## config.mk

```make
export PLATFORM = sky130hd
export DESIGN_NAME = pgood_reset_timer
export DESIGN_NICKNAME = d
export VERILOG_FILES = /design/src/rtl/pgr_pkg.sv /design/src/rtl/pgr_qualifier.sv /design/src/rtl/pgr_hold_counter.sv /design/src/rtl/pgood_reset_timer.sv
export SDC_FILE = /design/constraint.sdc
export NUM_CORES = 1
export LEC_CHECK = 0
export BUFFER_PORTS_ARGS = -buffer_cell sky130_fd_sc_hd__buf_2
export CAP_MARGIN = 25
export CORE_ASPECT_RATIO = 1.1
export CORE_MARGIN = 2
export CORE_UTILIZATION = 45
export DETAILED_ROUTE_END_ITERATION = 6
export PLACE_DENSITY = 0.69
export SYNTH_ARGS = -nofsm -noshare
export SYNTH_HDL_FRONTEND = slang
export SYNTH_HIERARCHICAL = 1
export SYNTH_SLANG_ARGS = --single-unit
```

## constraint.sdc

```tcl
create_clock -name clk -period 2.17 [get_ports clk]
set_input_delay 0.1085 -clock clk [delete_from_list [all_inputs] [get_ports clk]]
set_output_delay 0.1085 -clock clk [all_outputs]
set_load 0.01 [all_outputs]
```

## src/rtl/pgr_pkg.sv

```systemverilog
package pgr_pkg;

    typedef enum logic [1:0] {
        SEQ_BOTH_LO  = 2'b00,
        SEQ_A_ONLY   = 2'b01,
        SEQ_BOTH_HI  = 2'b10,
        SEQ_RESERVED = 2'b11
    } seq_mode_e;

    typedef struct packed {
        logic a_ok;
        logic b_ok;
    } rail_flags_t;

    localparam int unsigned DEFAULT_HOLD = 32000;

    function automatic logic watch_b(input seq_mode_e mode);
        return (mode != SEQ_A_ONLY);
    endfunction

    function automatic logic rails_good(input seq_mode_e mode, input rail_flags_t f);
        return f.a_ok && (f.b_ok || !watch_b(mode));
    endfunction

endpackage

```

## src/rtl/pgr_qualifier.sv

```systemverilog
module pgr_qualifier
    import pgr_pkg::*;
(
    input  logic        shutdown,
    input  seq_mode_e   mode,
    input  rail_flags_t flags,
    output logic        qualify
);

    always_comb begin
        qualify = !shutdown && rails_good(mode, flags);
    end

endmodule

```

## src/rtl/pgr_hold_counter.sv

```systemverilog
module pgr_hold_counter #(
    parameter int unsigned HOLD = 32000
) (
    input  logic clk,
    input  logic rst,
    input  logic qualify,
    output logic done
);

    localparam int unsigned CW = $clog2(HOLD + 1);
    localparam logic [CW-1:0] TERMINAL = CW'(HOLD);

    logic [CW-1:0] cnt_q;

    always_ff @(posedge clk) begin
        if (rst || !qualify) begin
            cnt_q <= '0;
        end else if (cnt_q != TERMINAL) begin
            cnt_q <= cnt_q + 1'b1;
        end
    end

    assign done = (cnt_q == TERMINAL);

    AST_NO_OVERFLOW: assert property (@(posedge clk) disable iff (rst)
        (done && qualify) |=> done);

    AST_CLEAR_ON_DROP: assert property (@(posedge clk) disable iff (rst)
        !qualify |=> (cnt_q == '0));

    AST_BOUNDED: assert property (@(posedge clk) disable iff (rst)
        cnt_q <= TERMINAL);

endmodule

```

## src/rtl/pgood_reset_timer.sv

```systemverilog
module pgood_reset_timer
    import pgr_pkg::*;
#(
    parameter int unsigned HOLD_CYCLES = DEFAULT_HOLD
) (
    input  logic       clk,
    input  logic       rst,
    input  logic       shutdown,
    input  logic [1:0] seq_sel,
    input  logic       rail_a_ok,
    input  logic       rail_b_ok,
    output logic       sys_rst_n
);

    seq_mode_e   mode;
    rail_flags_t flags;
    logic        qualify;
    logic        done;

    assign mode  = seq_mode_e'(seq_sel);
    assign flags = '{a_ok: rail_a_ok, b_ok: rail_b_ok};

    pgr_qualifier u_qual (
        .shutdown (shutdown),
        .mode     (mode),
        .flags    (flags),
        .qualify  (qualify)
    );

    pgr_hold_counter #(.HOLD(HOLD_CYCLES)) u_cnt (
        .clk     (clk),
        .rst     (rst),
        .qualify (qualify),
        .done    (done)
    );

    assign sys_rst_n = done;

    AST_SHDN_LOW: assert property (@(posedge clk) disable iff (rst)
        shutdown |=> !sys_rst_n);

    AST_RAIL_A_LOW: assert property (@(posedge clk) disable iff (rst)
        !rail_a_ok |=> !sys_rst_n);

    AST_RAIL_B_WATCHED: assert property (@(posedge clk) disable iff (rst)
        (seq_sel != 2'b01 && !rail_b_ok) |=> !sys_rst_n);

    AST_RESET_LOW: assert property (@(posedge clk)
        rst |=> !sys_rst_n);

endmodule

```

==> run_summary.xml, run 1 <==
<?xml version="1.0" encoding="UTF-8"?>
<metrics>
  <group name="final_layout">
    <metric name="flip_flop_count_of_the_largest_register_after_layout" unit="">15</metric>
    <metric name="num-fill-cells" unit="">145</metric>
    <metric name="num-nets-final" unit="">101</metric>
    <metric name="register_with_the_most_flip_flops" unit="">u_cnt/cnt_q</metric>
    <metric name="drive_gt1_frac" unit="">0.1429</metric>
    <metric name="synthesis_to_layout_area_growth" unit="%">11.03</metric>
    <metric name="final_core_util" unit="">0.5236</metric>
    <metric name="top_regs" unit="">u_cnt/cnt_q: 15 flops</metric>
    <metric name="antenna_cells_inserted" unit="">0</metric>
  </group>
  <group name="synth">
    <metric name="synth_top_cell_by_area" unit="">dfxtp_1</metric>
    <metric name="yosysSeqAreaShare" unit="">0.4138</metric>
    <metric name="synthesis.area" unit="µm²">725.7</metric>
    <metric name="synth_top_area_share" unit="">0.4138</metric>
    <metric name="syn-instance-count" unit="">81</metric>
    <metric name="synth-warning-count" unit="">6</metric>
    <metric name="ys_types" unit="">26</metric>
    <metric name="mappedNetlistNets" unit="">90</metric>
    <metric name="syn-mean-instance-area" unit="µm²">8.959</metric>
    <metric name="synth_area_leaders" unit="">dfxtp_1, xor2_1, nor2_1</metric>
    <metric name="synth-seq-cells" unit="">15</metric>
  </group>
  <group name="sta">
    <metric name="setup_viol" unit="">0</metric>
    <metric name="min_period_over_period" unit="">0.7382</metric>
    <metric name="clock-skew-final" unit="ns">0.001193</metric>
    <metric name="max-slew-margin-rel" unit="">0.6079</metric>
    <metric name="period_minus_slack" unit="ns">1.602</metric>
    <metric name="finalSetupTns" unit="ns">0</metric>
    <metric name="timing_hold_violations_final" unit="">0</metric>
    <metric name="max_freq" unit="MHz">624.2</metric>
    <metric name="unrepaired_setup_endpoints_after_global_routing" unit="">no</metric>
    <metric name="final-max-slew-violation-count" unit="">0</metric>
    <metric name="worst_slew_pin_slew" unit="ns">0.5881</metric>
    <metric name="final.hold.worst_slack" unit="ns">0.4755</metric>
  </group>
  <group name="global_route">
    <metric name="largest_net_degree_at_the_start_of_global_routing" unit="">16</metric>
    <metric name="grt.total_usage" unit="">0.1497</metric>
    <metric name="wire_length_of_the_first_global_routing_pass" unit="mm">2.152</metric>
    <metric name="grt_pass1_vias" unit="">520</metric>
    <metric name="antenna_found_initial" unit="">0</metric>
    <metric name="grt_remaining_overflow" unit="">0</metric>
  </group>
  <group name="setup_path">
    <metric name="critical_path.most_common_cell" unit="">inv_1</metric>
    <metric name="crit_slowest_cell" unit="">dfxtp_1</metric>
    <metric name="required" unit="ns">2.06</metric>
    <metric name="cp_cell_sequence" unit="">inv_1 &gt; ha_1 &gt; nand2_1 &gt; nand4b_1 &gt; inv_1 &gt; buf_2</metric>
    <metric name="timing.rr.end" unit="">u_cnt/cnt_q[13]</metric>
    <metric name="timing.critical_path.to_type" unit="">primary output</metric>
    <metric name="worst-endpoint-arrival" unit="ns">1.49</metric>
    <metric name="critical_path_peak_fanout" unit="">6</metric>
    <metric name="timing.critical_path.slowest_cell_delay" unit="ns">0.43</metric>
    <metric name="timing.rr.start" unit="">u_cnt/cnt_q[2]</metric>
    <metric name="setup.worst_path.start_class" unit="">flip-flop</metric>
    <metric name="timing.reg2reg.setup_slack" unit="ns">0.64</metric>
    <metric name="critPathKind" unit="">reg -&gt; out</metric>
    <metric name="path_buf_inv" unit="">3</metric>
    <metric name="worst-r2r-cell-count" unit="">4</metric>
    <metric name="top_family_by_delay_on_critical_path" unit="">flip-flops</metric>
  </group>
  <group name="floorplanning">
    <metric name="std_cell_rows" unit="">15</metric>
    <metric name="floorplan.io_pins" unit="">8</metric>
    <metric name="die_w" unit="µm">42.29</metric>
    <metric name="initial_core_utilization" unit="">0.4715</metric>
    <metric name="design.core.area" unit="mm²">0.001539</metric>
    <metric name="die_height" unit="µm">46.12</metric>
    <metric name="die-area" unit="mm²">0.001950</metric>
  </group>
  <group name="detailed_routing">
    <metric name="detail_route.first_pass.iterations" unit="">4</metric>
    <metric name="antenna_violating_nets_post_route" unit="">0</metric>
    <metric name="number_of_vias_in_the_routed_layout" unit="">572</metric>
    <metric name="vias_per_cell" unit="">5.296</metric>
    <metric name="drt-total-wl" unit="mm">1.319</metric>
    <metric name="detail_route.wl_per_cell" unit="µm">12.21</metric>
    <metric name="first_iter_violations" unit="">10</metric>
    <metric name="remaining_drc_errors" unit="">0</metric>
  </group>
  <group name="clocking">
    <metric name="numCtsBuffers" unit="">3</metric>
    <metric name="post_cts_setup_bufs" unit="">0</metric>
    <metric name="cts_max_level" unit="">1</metric>
    <metric name="cts-root-buf" unit="">clkbuf_4</metric>
    <metric name="max-clock-path-buffers" unit="">2</metric>
    <metric name="cts.sinks" unit="">15</metric>
    <metric name="cts.clk_slew.worst_paths" unit="ns">0.09</metric>
    <metric name="cts_tree" unit="">done</metric>
    <metric name="cts.repair.resized" unit="">0</metric>
    <metric name="postCtsHoldBufs" unit="">0</metric>
    <metric name="clock_insertion_delay_worst_skew" unit="ns">0.28</metric>
  </group>
  <group name="pwr">
    <metric name="power-per-cell-area" unit="mW/mm²">556.3</metric>
    <metric name="power.static_leakage" unit="nW">0.3151</metric>
    <metric name="power.ir.vdd_worst" unit="V">0.0003127</metric>
  </group>
  <group name="worst_hold_path">
    <metric name="worst_hold_startpoint" unit="">rst</metric>
    <metric name="holdCritPathClass" unit="">in -&gt; reg</metric>
    <metric name="hold_depth" unit="">3</metric>
    <metric name="worstHoldEndpoint" unit="">u_cnt/cnt_q[13]</metric>
  </group>
  <group name="flow_run">
    <metric name="max_cap_viol_count" unit="">0</metric>
  </group>
  <group name="place">
    <metric name="dpl.hpwl" unit="µm">929.6</metric>
    <metric name="portBuffers" unit="">7</metric>
    <metric name="globalplace.congestion" unit="">0.7577</metric>
  </group>
  <group name="run_status">
    <metric name="outcome" unit="">finished, final reports clean</metric>
  </group>
</metrics>
[where the power goes]
group	switching, mW	total [mW]	internal [mW]	leakage [nW]
Combinational	0.00611	0.0128	0.00671	0.177
Sequential	0.00116	0.277	0.276	0.121
Clock	0.0901	0.159	0.0684	0.0177
Total	0.0974	0.448	0.351	0.315
[area by class of cell]
type / instances / area [µm²] / area share
clock buffer: 3 / 22.52 / 0.02795
inverter: 5 / 18.77 / 0.02329
clock inverter: 1 / 5.005 / 0.006211
multi-input combinational: 60 / 402.9 / 0.5000
timing repair buffer: 7 / 35.03 / 0.04348
tap: 17 / 21.27 / 0.02640
sequential: 15 / 300.3 / 0.3727
[synthesized netlist by cell type, drive strengths merged]
| cell | instances |
|---|---|
| a21oi | 3 |
| nand4 | 4 |
| o31ai | 2 |
| o211a | 1 |
| dfxtp | 15 |
| nand2b | 2 |
| nand3 | 4 |
| and2 | 1 |
| nor2 | 12 |
| and4 | 3 |
| nand4b | 1 |
| xnor2 | 3 |
| nor2b | 1 |
| ha | 2 |
| or4 | 2 |
| xor2 | 8 |
| inv | 5 |
| clkbuf | 1 |
| mux2i | 1 |
| nor4 | 1 |
| and3 | 1 |
| nand2 | 5 |
| nor4b | 2 |
| nand3b | 1 |
[worst max-delay path by stage]
| stage | start | to | slack, ns | cells after the start |
|---|---|---|---|---|
| after floorplan | u_cnt/cnt_q[5] | u_cnt/cnt_q[11] | 0.81 | 4 |
| after global placement | u_cnt/cnt_q[2] | u_cnt/cnt_q[11] | 0.66 | 4 |
| after detailed placement | u_cnt/cnt_q[2] | u_cnt/cnt_q[13] | 0.66 | 4 |
| after CTS | u_cnt/cnt_q[0] | sys_rst_n | 0.56 | 6 |
| after global routing | u_cnt/cnt_q[9] | sys_rst_n | 0.45 | 4 |
| final | u_cnt/cnt_q[0] | sys_rst_n | 0.57 | 6 |
[routing by layer]
layer | global-route usage | up-vias | wire length [µm]
li1 | - | 303 | -
met1 | 0.1860 | 250 | 631
met2 | 0.2462 | 17 | 605
met3 | 0.02353 | 2 | 70
met4 | 0.09375 | 0 | 12
met5 | 0 | - | 0
[worst reg2reg max path, cell delays in order (launching register included)]
cell,delay (ns)
dfxtp_1,0.45
and3_1,0.23
nand3_1,0.20
or4_1,0.45
a21oi_1,0.14
[cells by family (layout without fill, tap and decap cells)]
| kind of cell | after synthesis | in the layout | synth area share |
|---|---|---|---|
| simple gates | 40 | 40 | 0.3190 |
| xor+xnor | 11 | 11 | 0.1328 |
| buf+inv | 6 | 16 | 0.03103 |
| compound gates | 6 | 6 | 0.05516 |
| flops | 15 | 15 | 0.4138 |
| mux | 1 | 1 | 0.01379 |
| fa+ha+maj | 2 | 2 | 0.03448 |
[per-stage QoR]
stage | cells | cell area (µm²) | power (mW) | worst slack (ns)
after floorplan | 81 | 725.7 | 0.2896 | 0.8077
after global placement | 104 | 778.2 | 0.2956 | 0.6641
after detailed placement | 104 | 778.2 | 0.2961 | 0.6628
after CTS | 108 | 805.8 | 0.4583 | 0.5582
after global routing | 108 | 805.8 | 0.4664 | 0.4482
final | 108 | 805.8 | 0.4482 | 0.5680
[cell usage in the layout, fill, tap and decap left out, drive strengths merged]
master,count
a21oi,3
or4,2
ha,2
nor2b,1
nand2b,2
clkbuf,3
nor4b,2
nand4b,1
and2,1
xnor2,3
clkinv,1
and4,3
mux2i,1
inv,5
and3,1
nor4,1
nand4,4
o211a,1
nand2,5
xor2,8
buf,7
nand3,4
o31ai,2
nor2,12
nand3b,1
dfxtp,15
Note: power is estimated with default switching activity, not from simulation.
==> run 2: changes to the inputs <==
- ABC_AREA: unset -> 1
- PLACE_DENSITY: 0.69 -> 0.68
- clock period: 2.17 -> 1.6 ns (I/O delays scaled with it)
==> run 2 against run 1 <==
  * Cell count grew 69%
  * Via count grew 56%
  * Setup slack lost 0.44 ns
  * Synthesized cell count grew 78%
  * Count of clock-buffer cells in the layout grew 1
  * Clock power grew 45%
  * Non-clock buffer count grew 2
  * Final area grew 24%
  * Utilization grew 2.3 points
  * Largest power group unchanged
==> run_summary.xml, run 2 <==
<?xml version="1.0" encoding="UTF-8"?>
<metrics>
  <group name="run_status">
    <metric name="outcome" unit="">finished, final reports clean</metric>
  </group>
  <group name="floorplanning">
    <metric name="die_w" unit="µm">46.31</metric>
    <metric name="design.core.area" unit="mm²">0.001822</metric>
    <metric name="die_height" unit="µm">50.54</metric>
    <metric name="floorplan.io_pins" unit="">8</metric>
    <metric name="std_cell_rows" unit="">16</metric>
    <metric name="initial_core_utilization" unit="">0.4863</metric>
    <metric name="die-area" unit="mm²">0.002340</metric>
  </group>
  <group name="detailed_routing">
    <metric name="number_of_vias_in_the_routed_layout" unit="">893</metric>
    <metric name="detail_route.wl_per_cell" unit="µm">10.60</metric>
    <metric name="drt-total-wl" unit="mm">1.939</metric>
    <metric name="first_iter_violations" unit="">22</metric>
    <metric name="remaining_drc_errors" unit="">0</metric>
    <metric name="detail_route.first_pass.iterations" unit="">5</metric>
    <metric name="antenna_violating_nets_post_route" unit="">0</metric>
    <metric name="vias_per_cell" unit="">4.880</metric>
  </group>
  <group name="sta">
    <metric name="max-slew-margin-rel" unit="">0.8295</metric>
    <metric name="unrepaired_setup_endpoints_after_global_routing" unit="">no</metric>
    <metric name="timing_hold_violations_final" unit="">0</metric>
    <metric name="clock-skew-final" unit="ns">0.001301</metric>
    <metric name="final-max-slew-violation-count" unit="">0</metric>
    <metric name="finalSetupTns" unit="ns">0</metric>
    <metric name="setup_viol" unit="">0</metric>
    <metric name="min_period_over_period" unit="">0.9211</metric>
    <metric name="period_minus_slack" unit="ns">1.474</metric>
    <metric name="max_freq" unit="MHz">678.6</metric>
    <metric name="worst_slew_pin_slew" unit="ns">0.2538</metric>
  </group>
  <group name="synth">
    <metric name="synth-warning-count" unit="">6</metric>
    <metric name="syn-instance-count" unit="">144</metric>
    <metric name="syn-mean-instance-area" unit="µm²">6.152</metric>
    <metric name="cell_with_the_most_instances_after_synthesis" unit="">nor2_1</metric>
    <metric name="synth_area_leaders" unit="">dfxtp_1, nor2_1, nand2_1</metric>
    <metric name="synth_top_cell_by_area" unit="">dfxtp_1</metric>
    <metric name="synth-seq-cells" unit="">15</metric>
    <metric name="synth_enable_flop_cells" unit="">0</metric>
    <metric name="synth_commonest_cells" unit="">nor2_1, nand2_1, inv_1</metric>
    <metric name="postSynth.topFlopCell" unit="">dfxtp_1</metric>
    <metric name="mappedNetlistNets" unit="">153</metric>
    <metric name="synth_top_area_share" unit="">0.3390</metric>
    <metric name="yosysSeqAreaShare" unit="">0.3390</metric>
    <metric name="ys_types" unit="">18</metric>
    <metric name="synthesis.area" unit="µm²">885.9</metric>
    <metric name="async_reset_ff_frac" unit="">0</metric>
  </group>
  <group name="global_route">
    <metric name="met1_usage" unit="">0.2646</metric>
    <metric name="grt_pass1_vias" unit="">835</metric>
    <metric name="grt_most_used_layer" unit="">met2</metric>
    <metric name="grt_util_met3" unit="">0.04317</metric>
    <metric name="grt_remaining_overflow" unit="">0</metric>
    <metric name="wire_length_of_the_first_global_routing_pass" unit="mm">3.525</metric>
    <metric name="antenna_found_initial" unit="">0</metric>
    <metric name="largest_net_degree_at_the_start_of_global_routing" unit="">13</metric>
    <metric name="grt.total_usage" unit="">0.2020</metric>
    <metric name="global_route.usage.met2" unit="">0.3333</metric>
  </group>
  <group name="clocking">
    <metric name="cts.clk_slew.worst_paths" unit="ns">0.09</metric>
    <metric name="cts.sinks" unit="">15</metric>
    <metric name="cts-root-buf" unit="">clkbuf_4</metric>
    <metric name="cts_max_level" unit="">1</metric>
    <metric name="clock_insertion_delay_worst_skew" unit="ns">0.29</metric>
    <metric name="max-clock-path-buffers" unit="">2</metric>
    <metric name="numCtsBuffers" unit="">3</metric>
    <metric name="postCtsHoldBufs" unit="">0</metric>
    <metric name="cts_tree" unit="">done</metric>
  </group>
  <group name="final_layout">
    <metric name="drive_gt1_frac" unit="">0.1154</metric>
    <metric name="most_used_cells_in_the_layout_excluding_fill_and_tap_cells" unit="">nor2_1, nand2_1, inv_1, dfxtp_1, nand3_1</metric>
    <metric name="num-fill-cells" unit="">198</metric>
    <metric name="num-nets-final" unit="">166</metric>
    <metric name="final_common_cell" unit="">nor2_1</metric>
    <metric name="synthesis_to_layout_area_growth" unit="%">12.43</metric>
    <metric name="register_with_the_most_flip_flops" unit="">u_cnt/cnt_q</metric>
    <metric name="top_regs" unit="">u_cnt/cnt_q: 15 flops</metric>
    <metric name="flip_flop_count_of_the_largest_register_after_layout" unit="">15</metric>
    <metric name="antenna_cells_inserted" unit="">0</metric>
    <metric name="final_design_area_no_fill" unit="µm²">996.0</metric>
  </group>
  <group name="setup_path">
    <metric name="setup.worst_path.start_class" unit="">flip-flop</metric>
    <metric name="required" unit="ns">1.52</metric>
    <metric name="critical_path.most_common_cell" unit="">nand2_1</metric>
    <metric name="timing.critical_path.to_type" unit="">primary output</metric>
    <metric name="crit_slowest_cell" unit="">dfxtp_1</metric>
    <metric name="critical_path_peak_fanout" unit="">3</metric>
    <metric name="timing.critical_path.slowest_cell_delay" unit="ns">0.34</metric>
    <metric name="worst-endpoint-arrival" unit="ns">1.39</metric>
    <metric name="critPathKind" unit="">reg -&gt; out</metric>
    <metric name="cp_cell_sequence" unit="">inv_1 &gt; ha_2 &gt; nand2_1 &gt; nor2_1 &gt; nand2_1 &gt; nor2_2 &gt; buf_2</metric>
  </group>
  <group name="place">
    <metric name="globalplace.congestion" unit="">0.9157</metric>
    <metric name="dpl_cell_area" unit="µm²">957.2</metric>
    <metric name="dpl.hpwl" unit="mm">1.553</metric>
    <metric name="portBuffers" unit="">7</metric>
  </group>
  <group name="worst_hold_path">
    <metric name="holdCritPathClass" unit="">in -&gt; reg</metric>
  </group>
  <group name="pwr">
    <metric name="power-per-cell-area" unit="mW/mm²">633.2</metric>
    <metric name="power.static_leakage" unit="nW">0.3781</metric>
    <metric name="power.ir.vdd_worst" unit="V">0.0003441</metric>
  </group>
  <group name="flow_run">
    <metric name="max_cap_viol_count" unit="">0</metric>
  </group>
</metrics>
## run 2: changes by cell type after synthesis, moves of 3 or more
cell | previous run | this run
a21oi_1 | 3 | 7
xor2_1 | 8 | 2
nand3_1 | 4 | 9
xnor2_1 | 3 | 0
inv_1 | 5 | 24
nor2_1 | 12 | 33
nand2_1 | 4 | 30
o21ai_0 | 0 | 8
## run 2: logic make-up (layout without fill, tap and decap cells)
logic type | after synthesis | in the layout | share of synthesized area
adders and majority gates | 2 | 2 | 0.02824
and+or+nand+nor | 82 | 82 | 0.3969
DFF | 15 | 15 | 0.3390
buffers and inverters | 25 | 37 | 0.1073
AOI/OAI and AO/OA | 18 | 18 | 0.1088
xor gates and xnor gates | 2 | 2 | 0.01978
## run 2: routing by layer
metal,vias up,part of all wire
met5,-,0
met4,0,0.0088
met3,2,0.040
met2,22,0.50
met1,395,0.45
li1,474,-
## run 2: through the flow
step | hold slack (ns) | power [mW] | util | worst slack, ns | cells
2_1_floorplan | 0.2635 | 0.3984 | - | 0.4042 | 144
3_3_place_gp | 0.4624 | 0.4081 | 0.5254 | 0.3334 | 178
3_5_place_dp | 0.4650 | 0.4091 | 0.5254 | 0.3319 | 178
4_1_cts | 0.2041 | 0.6325 | 0.5398 | 0.007367 | 182
5_1_grt | 0.2152 | 0.6585 | 0.5467 | 0.01710 | 183
6_report | 0.2030 | 0.6307 | 0.5467 | 0.1263 | 183
## run 2: critical path: cells and delay by family, from the launching register on
| kind | cells | cell delay [ns] |
|---|---|---|
| flip-flops | 1 | 0.34 |
| buffers and inverters | 2 | 0.25 |
| AND/OR/NAND/NOR | 4 | 0.32 |
| adder cells (fa/ha/maj) | 1 | 0.20 |
## run 2: repair_timing
item | in CTS | in global routing
endpoints found under the hold margin | 0 | 0
setup endpoints to repair | 0 | 1
gates resized for setup | 0 | 2
setup buffers | 0 | 1
## run 2: layout make-up
type                            instances  area (µm²)  area share
Clock buffer                            4       26.28     0.02638
Inverter                               24       90.09     0.09045
Multi-Input combinational cell        104       495.5      0.4975
Sequential cell                        15       300.3      0.3015
Tap cell                               27       33.78     0.03392
Timing Repair Buffer                    9       50.05     0.05025
## run 2: report_power, final
part | internal [mW] | switching (mW)
Combinational | 0.0123 | 0.0133
Clock | 0.0971 | 0.133
Sequential | 0.374 | 0.000931
Total | 0.483 | 0.147
## run 2: final timing paths
kind,end,cells after the start,startpoint,slack (ns)
min,u_cnt/cnt_q[1],5,rst,0.20
max reg2reg,u_cnt/cnt_q[0],9,u_cnt/cnt_q[0],0.33
min reg2reg,u_cnt/cnt_q[14],2,u_cnt/cnt_q[14],0.48
max,sys_rst_n,7,u_cnt/cnt_q[0],0.13
